<file path="src/rtl/wkn_pkg.sv">
package wkn_pkg;

    typedef enum logic [2:0] {
        TY_LVL_LO    = 3'b000,
        TY_EDGE_FALL = 3'b010,
        TY_LVL_HI    = 3'b100,
        TY_EDGE_RISE = 3'b110,
        TY_EDGE_BOTH = 3'b111
    } trig_type_e;

    typedef enum logic [1:0] {
        PIN_OFF    = 2'd0,
        PIN_SETTLE = 2'd1,
        PIN_RUN    = 2'd2
    } pin_state_e;

    function automatic logic code_ok(input logic [2:0] c);
        return (c == TY_LVL_LO) || (c == TY_EDGE_FALL) || (c == TY_LVL_HI) ||
               (c == TY_EDGE_RISE) || (c == TY_EDGE_BOTH);
    endfunction

endpackage

</file>
<file path="src/rtl/wkn_regs.sv">
module wkn_regs
    import wkn_pkg::*;
#(
    parameter int NUM_PINS = 168,
    parameter int ADDR_W   = 12,
    parameter int EN_BASE  = 'h10,
    parameter int TY_BASE  = 'h110
) (
    input  logic                     clk,
    input  logic                     rst_n,
    input  logic                     reg_wr,
    input  logic                     reg_rd,
    input  logic [ADDR_W-1:0]        reg_addr,
    input  logic [31:0]              reg_wdata,
    output logic [31:0]              reg_rdata,
    output logic [NUM_PINS-1:0]      en_q,
    output logic [NUM_PINS-1:0][2:0] ty_q,
    output logic [NUM_PINS-1:0]      cfg_wr
);

    localparam int WI_W = ADDR_W - 2;

    logic [WI_W-1:0] wi;
    logic            aligned;
    logic [31:0]     rd_word;

    assign wi      = reg_addr[ADDR_W-1:2];
    assign aligned = (reg_addr[1:0] == 2'b00);

    for (genvar p = 0; p < NUM_PINS; p++) begin : g_pin
        localparam logic [WI_W-1:0] EN_WI = WI_W'(EN_BASE / 4 + p / 32);
        localparam logic [WI_W-1:0] TY_WI = WI_W'(TY_BASE / 4 + p);
        localparam int BIT_POS = p % 32;

        logic ty_hit;
        assign ty_hit    = reg_wr && aligned && (wi == TY_WI);
        assign cfg_wr[p] = ty_hit && code_ok(reg_wdata[2:0]);

        always_ff @(posedge clk or negedge rst_n) begin
            if (!rst_n) begin
                en_q[p] <= 1'b0;
            end else if (reg_wr && aligned && (wi == EN_WI)) begin
                en_q[p] <= reg_wdata[BIT_POS];
            end
        end

        always_ff @(posedge clk or negedge rst_n) begin
            if (!rst_n) begin
                ty_q[p] <= TY_LVL_HI;
            end else if (cfg_wr[p]) begin
                ty_q[p] <= reg_wdata[2:0];
            end
        end

        // an unlisted code does not alter the stored type
        a_r3_bad_code_kept: assert property (@(posedge clk) disable iff (!rst_n)
            (ty_hit && !code_ok(reg_wdata[2:0])) |=> $stable(ty_q[p]));

        // an accepted code is what the register then holds
        a_r3_code_stored: assert property (@(posedge clk) disable iff (!rst_n)
            cfg_wr[p] |=> (ty_q[p] == $past(reg_wdata[2:0])));
    end

    always_comb begin
        rd_word = '0;
        if (aligned) begin
            for (int p = 0; p < NUM_PINS; p++) begin
                if (wi == WI_W'(EN_BASE / 4 + p / 32)) begin
                    rd_word[p % 32] = en_q[p];
                end
                if (wi == WI_W'(TY_BASE / 4 + p)) begin
                    rd_word[2:0] = ty_q[p];
                end
            end
        end
    end

    always_ff @(posedge clk or negedge rst_n) begin
        if (!rst_n) begin
            reg_rdata <= '0;
        end else if (reg_rd) begin
            reg_rdata <= rd_word;
        end
    end

endmodule

</file>
<file path="src/rtl/wkn_pin.sv">
module wkn_pin
    import wkn_pkg::*;
(
    input  logic       clk,
    input  logic       rst_n,
    input  logic       raw_in,
    input  logic       pin_en,
    input  logic [2:0] cfg,
    input  logic       cfg_wr,
    output logic       irq
);

    pin_state_e st_q, st_d;
    logic       sy1, sy2, hist;
    logic       cond, irq_d;

    // two-flop synchronizer and one-deep edge history
    always_ff @(posedge clk or negedge rst_n) begin
        if (!rst_n) begin
            sy1  <= 1'b0;
            sy2  <= 1'b0;
            hist <= 1'b0;
        end else begin
            sy1  <= raw_in;
            sy2  <= sy1;
            hist <= sy2;
        end
    end

    // state register
    always_ff @(posedge clk or negedge rst_n) begin
        if (!rst_n) begin
            st_q <= PIN_OFF;
        end else begin
            st_q <= st_d;
        end
    end

    // next-state logic
    always_comb begin
        st_d = st_q;
        unique case (st_q)
            PIN_OFF: begin
                if (cfg_wr)      st_d = PIN_SETTLE;
                else if (pin_en) st_d = PIN_RUN;
            end
            PIN_SETTLE: begin
                if (cfg_wr)      st_d = PIN_SETTLE;
                else if (pin_en) st_d = PIN_RUN;
                else             st_d = PIN_OFF;
            end
            PIN_RUN: begin
                if (cfg_wr)       st_d = PIN_SETTLE;
                else if (!pin_en) st_d = PIN_OFF;
            end
            default: st_d = PIN_OFF;
        endcase
    end

    // output process: normalized condition per trigger type
    always_comb begin
        unique case (cfg)
            TY_EDGE_FALL: cond = hist & ~sy2;
            TY_EDGE_RISE: cond = sy2 & ~hist;
            TY_EDGE_BOTH: cond = sy2 ^ hist;
            TY_LVL_LO:    cond = ~sy2;
            default:      cond = sy2;
        endcase
        irq_d = (st_q == PIN_RUN) && pin_en && cond;
    end

    always_ff @(posedge clk or negedge rst_n) begin
        if (!rst_n) begin
            irq <= 1'b0;
        end else begin
            irq <= irq_d;
        end
    end

    // a disabled pin is quiet on the next cycle
    a_r9_off_quiet: assert property (@(posedge clk) disable iff (!rst_n)
        !pin_en |=> !irq);

    // the cycle after an accepted type write is held low
    a_r10_settle_low: assert property (@(posedge clk) disable iff (!rst_n)
        cfg_wr |=> ##1 !irq);

    // single-edge pulses last one cycle
    a_r6_r7_one_cycle: assert property (@(posedge clk) disable iff (!rst_n)
        (((cfg == TY_EDGE_RISE) || (cfg == TY_EDGE_FALL)) && irq) |=> !irq);

endmodule

</file>
<file path="src/rtl/wake_irq_normalizer.sv">
module wake_irq_normalizer
    import wkn_pkg::*;
#(
    parameter int NUM_PINS = 168,
    parameter int ADDR_W   = 12,
    parameter int EN_BASE  = 'h10,
    parameter int TY_BASE  = 'h110
) (
    input  logic                clk,
    input  logic                rst_n,
    input  logic                reg_wr,
    input  logic                reg_rd,
    input  logic [ADDR_W-1:0]   reg_addr,
    input  logic [31:0]         reg_wdata,
    output logic [31:0]         reg_rdata,
    input  logic [NUM_PINS-1:0] wake_in,
    output logic [NUM_PINS-1:0] irq_out
);

    logic [NUM_PINS-1:0]      en_q;
    logic [NUM_PINS-1:0][2:0] ty_q;
    logic [NUM_PINS-1:0]      cfg_wr;

    wkn_regs #(
        .NUM_PINS (NUM_PINS),
        .ADDR_W   (ADDR_W),
        .EN_BASE  (EN_BASE),
        .TY_BASE  (TY_BASE)
    ) u_regs (
        .clk       (clk),
        .rst_n     (rst_n),
        .reg_wr    (reg_wr),
        .reg_rd    (reg_rd),
        .reg_addr  (reg_addr),
        .reg_wdata (reg_wdata),
        .reg_rdata (reg_rdata),
        .en_q      (en_q),
        .ty_q      (ty_q),
        .cfg_wr    (cfg_wr)
    );

    for (genvar p = 0; p < NUM_PINS; p++) begin : g_cond
        wkn_pin u_pin (
            .clk    (clk),
            .rst_n  (rst_n),
            .raw_in (wake_in[p]),
            .pin_en (en_q[p]),
            .cfg    (ty_q[p]),
            .cfg_wr (cfg_wr[p]),
            .irq    (irq_out[p])
        );
    end

endmodule

</file>
<file path="config.mk">
export PLATFORM = sky130hd
export DESIGN_NAME = wake_irq_normalizer
export DESIGN_NICKNAME = d
export VERILOG_FILES = /design/src/rtl/wkn_pkg.sv /design/src/rtl/wkn_regs.sv /design/src/rtl/wkn_pin.sv /design/src/rtl/wake_irq_normalizer.sv
export SDC_FILE = /design/constraint.sdc
export NUM_CORES = 2
export LEC_CHECK = 0
export CORE_MARGIN = 2
export CORE_UTILIZATION = 30
export CTS_CLUSTER_DIAMETER = 150
export DETAILED_ROUTE_END_ITERATION = 6
export DONT_BUFFER_PORTS = 1
export GPL_TIMING_DRIVEN = 0
export PLACE_DENSITY = 0.44
export REMOVE_ABC_BUFFERS = 1
export SLEW_MARGIN = 0
export SYNTH_ARGS = -nofsm -noshare
export SYNTH_HDL_FRONTEND = slang
export SYNTH_SLANG_ARGS = --single-unit
</file>
<file path="constraint.sdc">
create_clock -name clk -period 5.5 [get_ports clk]
set_clock_uncertainty 0.05 [all_clocks]
set_input_delay 0.55 -clock clk [delete_from_list [all_inputs] [get_ports clk]]
set_output_delay 0.55 -clock clk [all_outputs]
set_load 0.005 [all_outputs]
</file>
Word level (Yosys, flattened, before mapping). Cells that the tools add are included.

Register bits after elaboration: 1712. Output and inout port bits: 200. Word-level logic and storage cells: 6245.

Equal/unequal tests: 1354. Multiplexer cells: 1685. Bitwise operators: 840. Reduce and logical (&&, ||, !) cells: 1189.

Operator list (number): 2-to-1 mux 2 bit (1008); equality test 10 x 8 -> 1 bit, second input constant (108); equality test 3 bit, second input constant (339); inequality test 3 x 2 -> 1 bit, second input constant (336); case mux 2 bit (3 select lines) (168); logical AND 1 bit (679); case mux 1 bit (4 select lines) (168); equality test 10 x 7 -> 1 bit, second input constant (60); 2-to-1 mux 3 bit (172); equality test 3 x 2 -> 1 bit, second input constant (169); zero test 3 bit (169); zero test 2 bit (169); bitwise AND 1 bit (336); equality test 2 x 1 -> 1 bit, second input constant (168); equality test 2 bit, second input constant (168); NOT 1 bit (336); AND reduction 2 bit (168); 2-to-1 mux 1 bit (168); bitwise XOR 1 bit (168); equality test 10 x 3 -> 1 bit, second input constant (4); 2-to-1 mux 32 bit (1); equality test 10 x 4 -> 1 bit, second input constant (2); logical OR 1 bit (4).

Logic depth before layout (Yosys ltp).
Depth after elaboration: 192. Mapped depth: 14. Gate-level depth less buffers: 9.

Hierarchy. A second synthesis with hierarchy kept.

Cell total of the unflattened synthesis: 6781. Area total of the unflattened synthesis: 77784.6 um^2.

Modules (own cells, without submodules): wkn_pin (instances 168, cells each 23, area an instance 259.0 um^2, sequential area each 150.1 um^2); wkn_regs (instances 1, cells each 2917, area an instance 34272.9 um^2, sequential area each 17827.1 um^2).

Least setup slack after synthesis. OpenSTA, ideal clock, no wires.

Path type: in2reg. Start point: in reg_addr[10]. End point: reg u_regs.reg_rdata[0]. Arrival time: 2996 ps. Required time: 5322 ps. Setup slack: 2326 ps. Cell stages on the path: 11. Path through: buf_2 > or4b_4 > buf_6 > nor3_4 > o2bb2ai_2 > a211oi_1 > or4_4 > a2111oi_4 > nand2_1 > a2111oi_2 > nor3_2.

Longest elaborated chain between the ends: 180. Elaborated cells between the ends (all ways): 353.

Ends and longest elaborated chain: start, declared (RTL line wake_irq_normalizer.sv:13) `input logic [ADDR_W-1:0] reg_addr,`; equality test 10 x 3 -> 1 bit (RTL line wkn_regs.sv:68) `if (wi == WI_W'(EN_BASE / 4 + p / 32)) begin`; 2-to-1 mux 1 bit (RTL line wkn_regs.sv:68); 2-to-1 mux 3 bit (2 in series) (RTL line wkn_regs.sv:71) `if (wi == WI_W'(TY_BASE / 4 + p)) begin`; 2-to-1 mux 3 bit (RTL line wkn_regs.sv:66) `if (aligned) begin`; 2-to-1 mux 3 bit (30 in series) (RTL line wkn_regs.sv:71); 2-to-1 mux 1 bit (RTL line wkn_regs.sv:68); 2-to-1 mux 3 bit (32 in series) (RTL line wkn_regs.sv:71); 2-to-1 mux 3 bit (RTL line wkn_regs.sv:66); (+67 left out); 2-to-1 mux 1 bit (RTL line wkn_regs.sv:68); 2-to-1 mux 3 bit (2 in series) (RTL line wkn_regs.sv:71); 2-to-1 mux 3 bit (RTL line wkn_regs.sv:66); 2-to-1 mux 3 bit (30 in series) (RTL line wkn_regs.sv:71); 2-to-1 mux 1 bit (RTL line wkn_regs.sv:68); 2-to-1 mux 3 bit (7 in series) (RTL line wkn_regs.sv:71); 2-to-1 mux 3 bit * (RTL line wkn_regs.sv:71); 2-to-1 mux 32 bit * (RTL line wkn_regs.sv:66); end signal, assigned (RTL line wkn_regs.sv:82) `reg_rdata <= rd_word;`; end, declared (RTL line wkn_regs.sv:15) `output logic [31:0] reg_rdata,`.

Every way passes the cells marked *; elsewhere a longest branch is shown, timed or not. The select of a mux whose other input is x is not followed. A chain may end at the register's enable or synchronous reset.

Worst setup path in the final report.
Start point: in reg_addr[3]. End point: reg u_regs.reg_rdata[2].

Longest elaborated chain between the ends: 180. Elaborated cells between the ends (all ways): 353.

Ends and longest elaborated chain (RTL line): equality test 10 x 7 -> 1 bit (wkn_regs.sv:71); 2-to-1 mux 3 bit (2 in series) (wkn_regs.sv:71); 2-to-1 mux 3 bit (wkn_regs.sv:66); 2-to-1 mux 1 bit (wkn_regs.sv:68); 2-to-1 mux 3 bit (32 in series) (wkn_regs.sv:71); 2-to-1 mux 1 bit (wkn_regs.sv:68); 2-to-1 mux 3 bit (30 in series) (wkn_regs.sv:71); 2-to-1 mux 3 bit (wkn_regs.sv:66); (+37 left out); 2-to-1 mux 3 bit (32 in series) (wkn_regs.sv:71); 2-to-1 mux 3 bit (wkn_regs.sv:66); 2-to-1 mux 1 bit (wkn_regs.sv:68); 2-to-1 mux 3 bit (32 in series) (wkn_regs.sv:71); 2-to-1 mux 1 bit (wkn_regs.sv:68); 2-to-1 mux 3 bit (5 in series) (wkn_regs.sv:71); 2-to-1 mux 3 bit * (wkn_regs.sv:71); 2-to-1 mux 32 bit * (wkn_regs.sv:66).

Marked as above.

==> results.sh <==
export IMPL_cts_clk_slew_worst_paths_ns=0.06
export IMPL_pin_count=416
export IMPL_synth_seq_cells=1712
export IMPL_rsz0062_at_grt="false"
export IMPL_fmax_ghz=0.199
export IMPL_grt_pass1_wl_um=462000
export IMPL_critPathKind="in -> reg"
export IMPL_detail_route_vias_per_cell=5.43
export IMPL_p_leak_nw=41.8
export IMPL_nNetsFinal=7842
export IMPL_finalSetupTns_ns=0
export IMPL_ir_drop_mv=0.280
export IMPL_die_y_um=518
export IMPL_fin_crit_ns=5.02
export IMPL_antenna_left=0
export IMPL_cts_root_buffer="clkbuf_16"
export IMPL_holdWs_ns=0.0923
export IMPL_placed_cells=10400
export IMPL_portBuffers=0
export IMPL_cts_tree="yes"
export IMPL_num_vias=59600
export IMPL_end_kind="register"
export IMPL_rows=188
export IMPL_cts_buffers=208
export IMPL_wirelength_um=331000
export IMPL_worstPathRequired_ns=6.23
export IMPL_dp_hpwl_um=230000
export IMPL_grt_max_degree=206
export IMPL_rr_worst_depth=9
export IMPL_globalRouteTotalUtil_pct=24.2
export IMPL_start_util_pct=30.2
export IMPL_tightest_slew_ns=1.70
export IMPL_yosysTopAreaCellShare_pct=48.8
export IMPL_cp_max_fo=121
export IMPL_core_um2=262000
export IMPL_status="finished, violations left"
export IMPL_clockBufferDepth=4
export IMPL_start_kind="input pin"
export IMPL_antenna_found_initial=50
export IMPL_cts_hold_buf=216
export IMPL_fin_cells=11000
export IMPL_drt_iter0_markers=5449
export IMPL_die_w_um=518
export IMPL_setup_slack_ns=0.481
export IMPL_synth_edff_count=0
export IMPL_regToRegSetupSlack_ns=0.53
export IMPL_crit_arrival_ns=5.75
export IMPL_syn_cell_area_um2=79100
export IMPL_drive_gt1_share_pct=18.5
export IMPL_maxCapViolations=1
export IMPL_hold_violations=0
export IMPL_slowest_stage="a31oi_1"
export IMPL_hp_class="in -> reg"
export IMPL_place_area_um2=83100
export IMPL_setup_violations=0
export IMPL_crit_top_cell="a21oi_1"
export IMPL_detail_route_wl_per_cell_um=30.1
export IMPL_die_area_um2=268000
export IMPL_ys_warn_count=0
export IMPL_yosysTopAreaCell="dfrtp_1"
export IMPL_cts_sinks=1712
export IMPL_cts_resized=0
export IMPL_insertion_delay_ns=0.91
export IMPL_violations="max-capacitance violations, max-slew violations"
export IMPL_syn_inst=7206
export IMPL_slowest_delay_ns=1.38
export IMPL_async_reset_ff_share_pct=100
export IMPL_htree_levels=4
export IMPL_yosys_top_cells_area="dfrtp_1 (49%), mux2_2 (9.7%), dfstp_2 (5.6%)"
export IMPL_synthFlopType="dfrtp_1"
export IMPL_place_ws_ns=-0.0110
export IMPL_slew_viol_final=4
export IMPL_synth_cell_types=98
export IMPL_powerDensity_nw_per_um2=311
export IMPL_drcViolationCount=0
export IMPL_gp_congestion=0.962
export IMPL_crit_path_cell_trace="nor2b_4 -> buf_12 -> a221oi_1 -> a21oi_1 -> a31oi_1 -> nor4_1 -> o21ai_0 -> a21oi_1 -> o211ai_1 -> a31o_1"
export IMPL_hold_depth=3
export IMPL_finalCritPeriodShare_pct=91.2
export IMPL_grt_pass1_vias=58200
export IMPL_stdcell_area_um2=92700
export IMPL_syn_to_final_growth_pct=17.2
export IMPL_grt_overflow=0
export IMPL_slew_headroom_pct=-14.1
export IMPL_drt_pass1_iterations=6
export IMPL_cts_setup_buffers=0
export IMPL_synth_seq_area_share_pct=54.4
export IMPL_synth_area_per_cell_um2=11.0
## worst paths after layout
kind	startpoint	to
max	reg_addr[3]	u_regs.reg_rdata[2]
min reg2reg	g_cond[147].u_pin.sy1	g_cond[147].u_pin.sy2
min	reg_addr[9]	g_cond[41].u_pin.st_q[0]
max reg2reg	u_regs.ty_q[62]	u_regs.reg_rdata[2]
max in group asynchronous	rst_n	g_cond[121].u_pin.sy2
min in group asynchronous	rst_n	g_cond[17].u_pin.sy1
## Yosys cell counts (all sizes together) (7+ instances only)
library cell	n
nand3b	9
and2	13
nor2	259
o21a	8
a2111oi	37
a32oi	10
a22o	10
dfstp	168
a311oi	63
clkbuf	186
nor3b	31
o22ai	49
or3	13
ha	336
a222oi	29
o221ai	19
nor3	174
a22oi	53
mux2	678
nor2b	12
and3	180
nand2b	18
inv	460
o211ai	66
nor4bb	7
dfrtp	1544
a2bb2oi	7
a21oi	487
o31ai	135
o21ai	426
nand3	44
a31oi	19
o2bb2ai	9
nor4	9
o311ai	7
buf	247
a211oi	107
a221oi	34
o2111ai	18
a221o	11
mux2i	130
nand2	969
nand4	10
nor4b	11
## cell usage in the layout (no fill, tap or decap), drive strengths merged, types with 203 or more instances in the layout
cell,synthesis,routed
inv,460,467
nor2,259,259
ha,336,336
nand2,969,969
clkbuf,186,291
dlygate4sd3,0,203
a21oi,487,487
o21ai,426,426
dfrtp,1544,1544
mux2,678,678
## worst max-delay path: cells and delay by family
family,cells,cell delay [ns]
buffers and inverters,1,0.23
and+or+nand+nor,2,0.96
AOI/OAI and AO/OA,7,3.60
## metal layers
metal | share of wire [%] | track usage [%] | up-vias
met1 | 44 | 33.0 | 30800
met5 | 0.053 | 0 | -
met4 | 5.3 | 11.4 | 24
met2 | 43 | 36.0 | 2409
met3 | 8.0 | 5.69 | 647
li1 | - | - | 25800
## per-stage QoR
step                      power, W  utilization (%)
after floorplan             0.0136                -
after global placement      0.0139             31.0
after detailed placement    0.0143             31.7
after CTS                   0.0292             35.3
after global routing        0.0299             35.3
final                       0.0288             35.4
## area by class of cell
class | instances | area [um^2]
timing repair buffer | 307 | 3900
clock buffer | 291 | 5940
inverter | 460 | 1730
multi-input combinational | 4601 | 32400
fill | 25900 | 170000
tap | 3515 | 4400
clock inverter | 87 | 1230
antenna | 20 | 50.0
sequential | 1712 | 43100
## sequential cells by signal, summed over array words and instances, names as in the netlist
name               flops
g_cond.u_pin.sy1     168
u_regs.en_q          168
g_cond.u_pin.irq     168
g_cond.u_pin.st_q    336
u_regs.ty_q          504
u_regs.reg_rdata      32
g_cond.u_pin.sy2     168
g_cond.u_pin.hist    168
## report_power, final
| part | internal [W] | switching, W |
|---|---|---|
| Combinational | 0.000419 | 0.000941 |
| Sequential | 0.0128 | 0.000213 |
| Clock | 0.00864 | 0.00581 |
## kinds of logic after synthesis
group                    synth area share (%)
AND/OR/NAND/NOR                          10.3
multiplexers                             11.4
XOR/XNOR                               0.0111
AO/OA/AOI/OAI                            13.4
buffers and inverters                    5.12
adder cells (fa/ha/maj)                  5.31
flip-flops                               54.4
No activity file was read; power rests on OpenSTA's default activity.
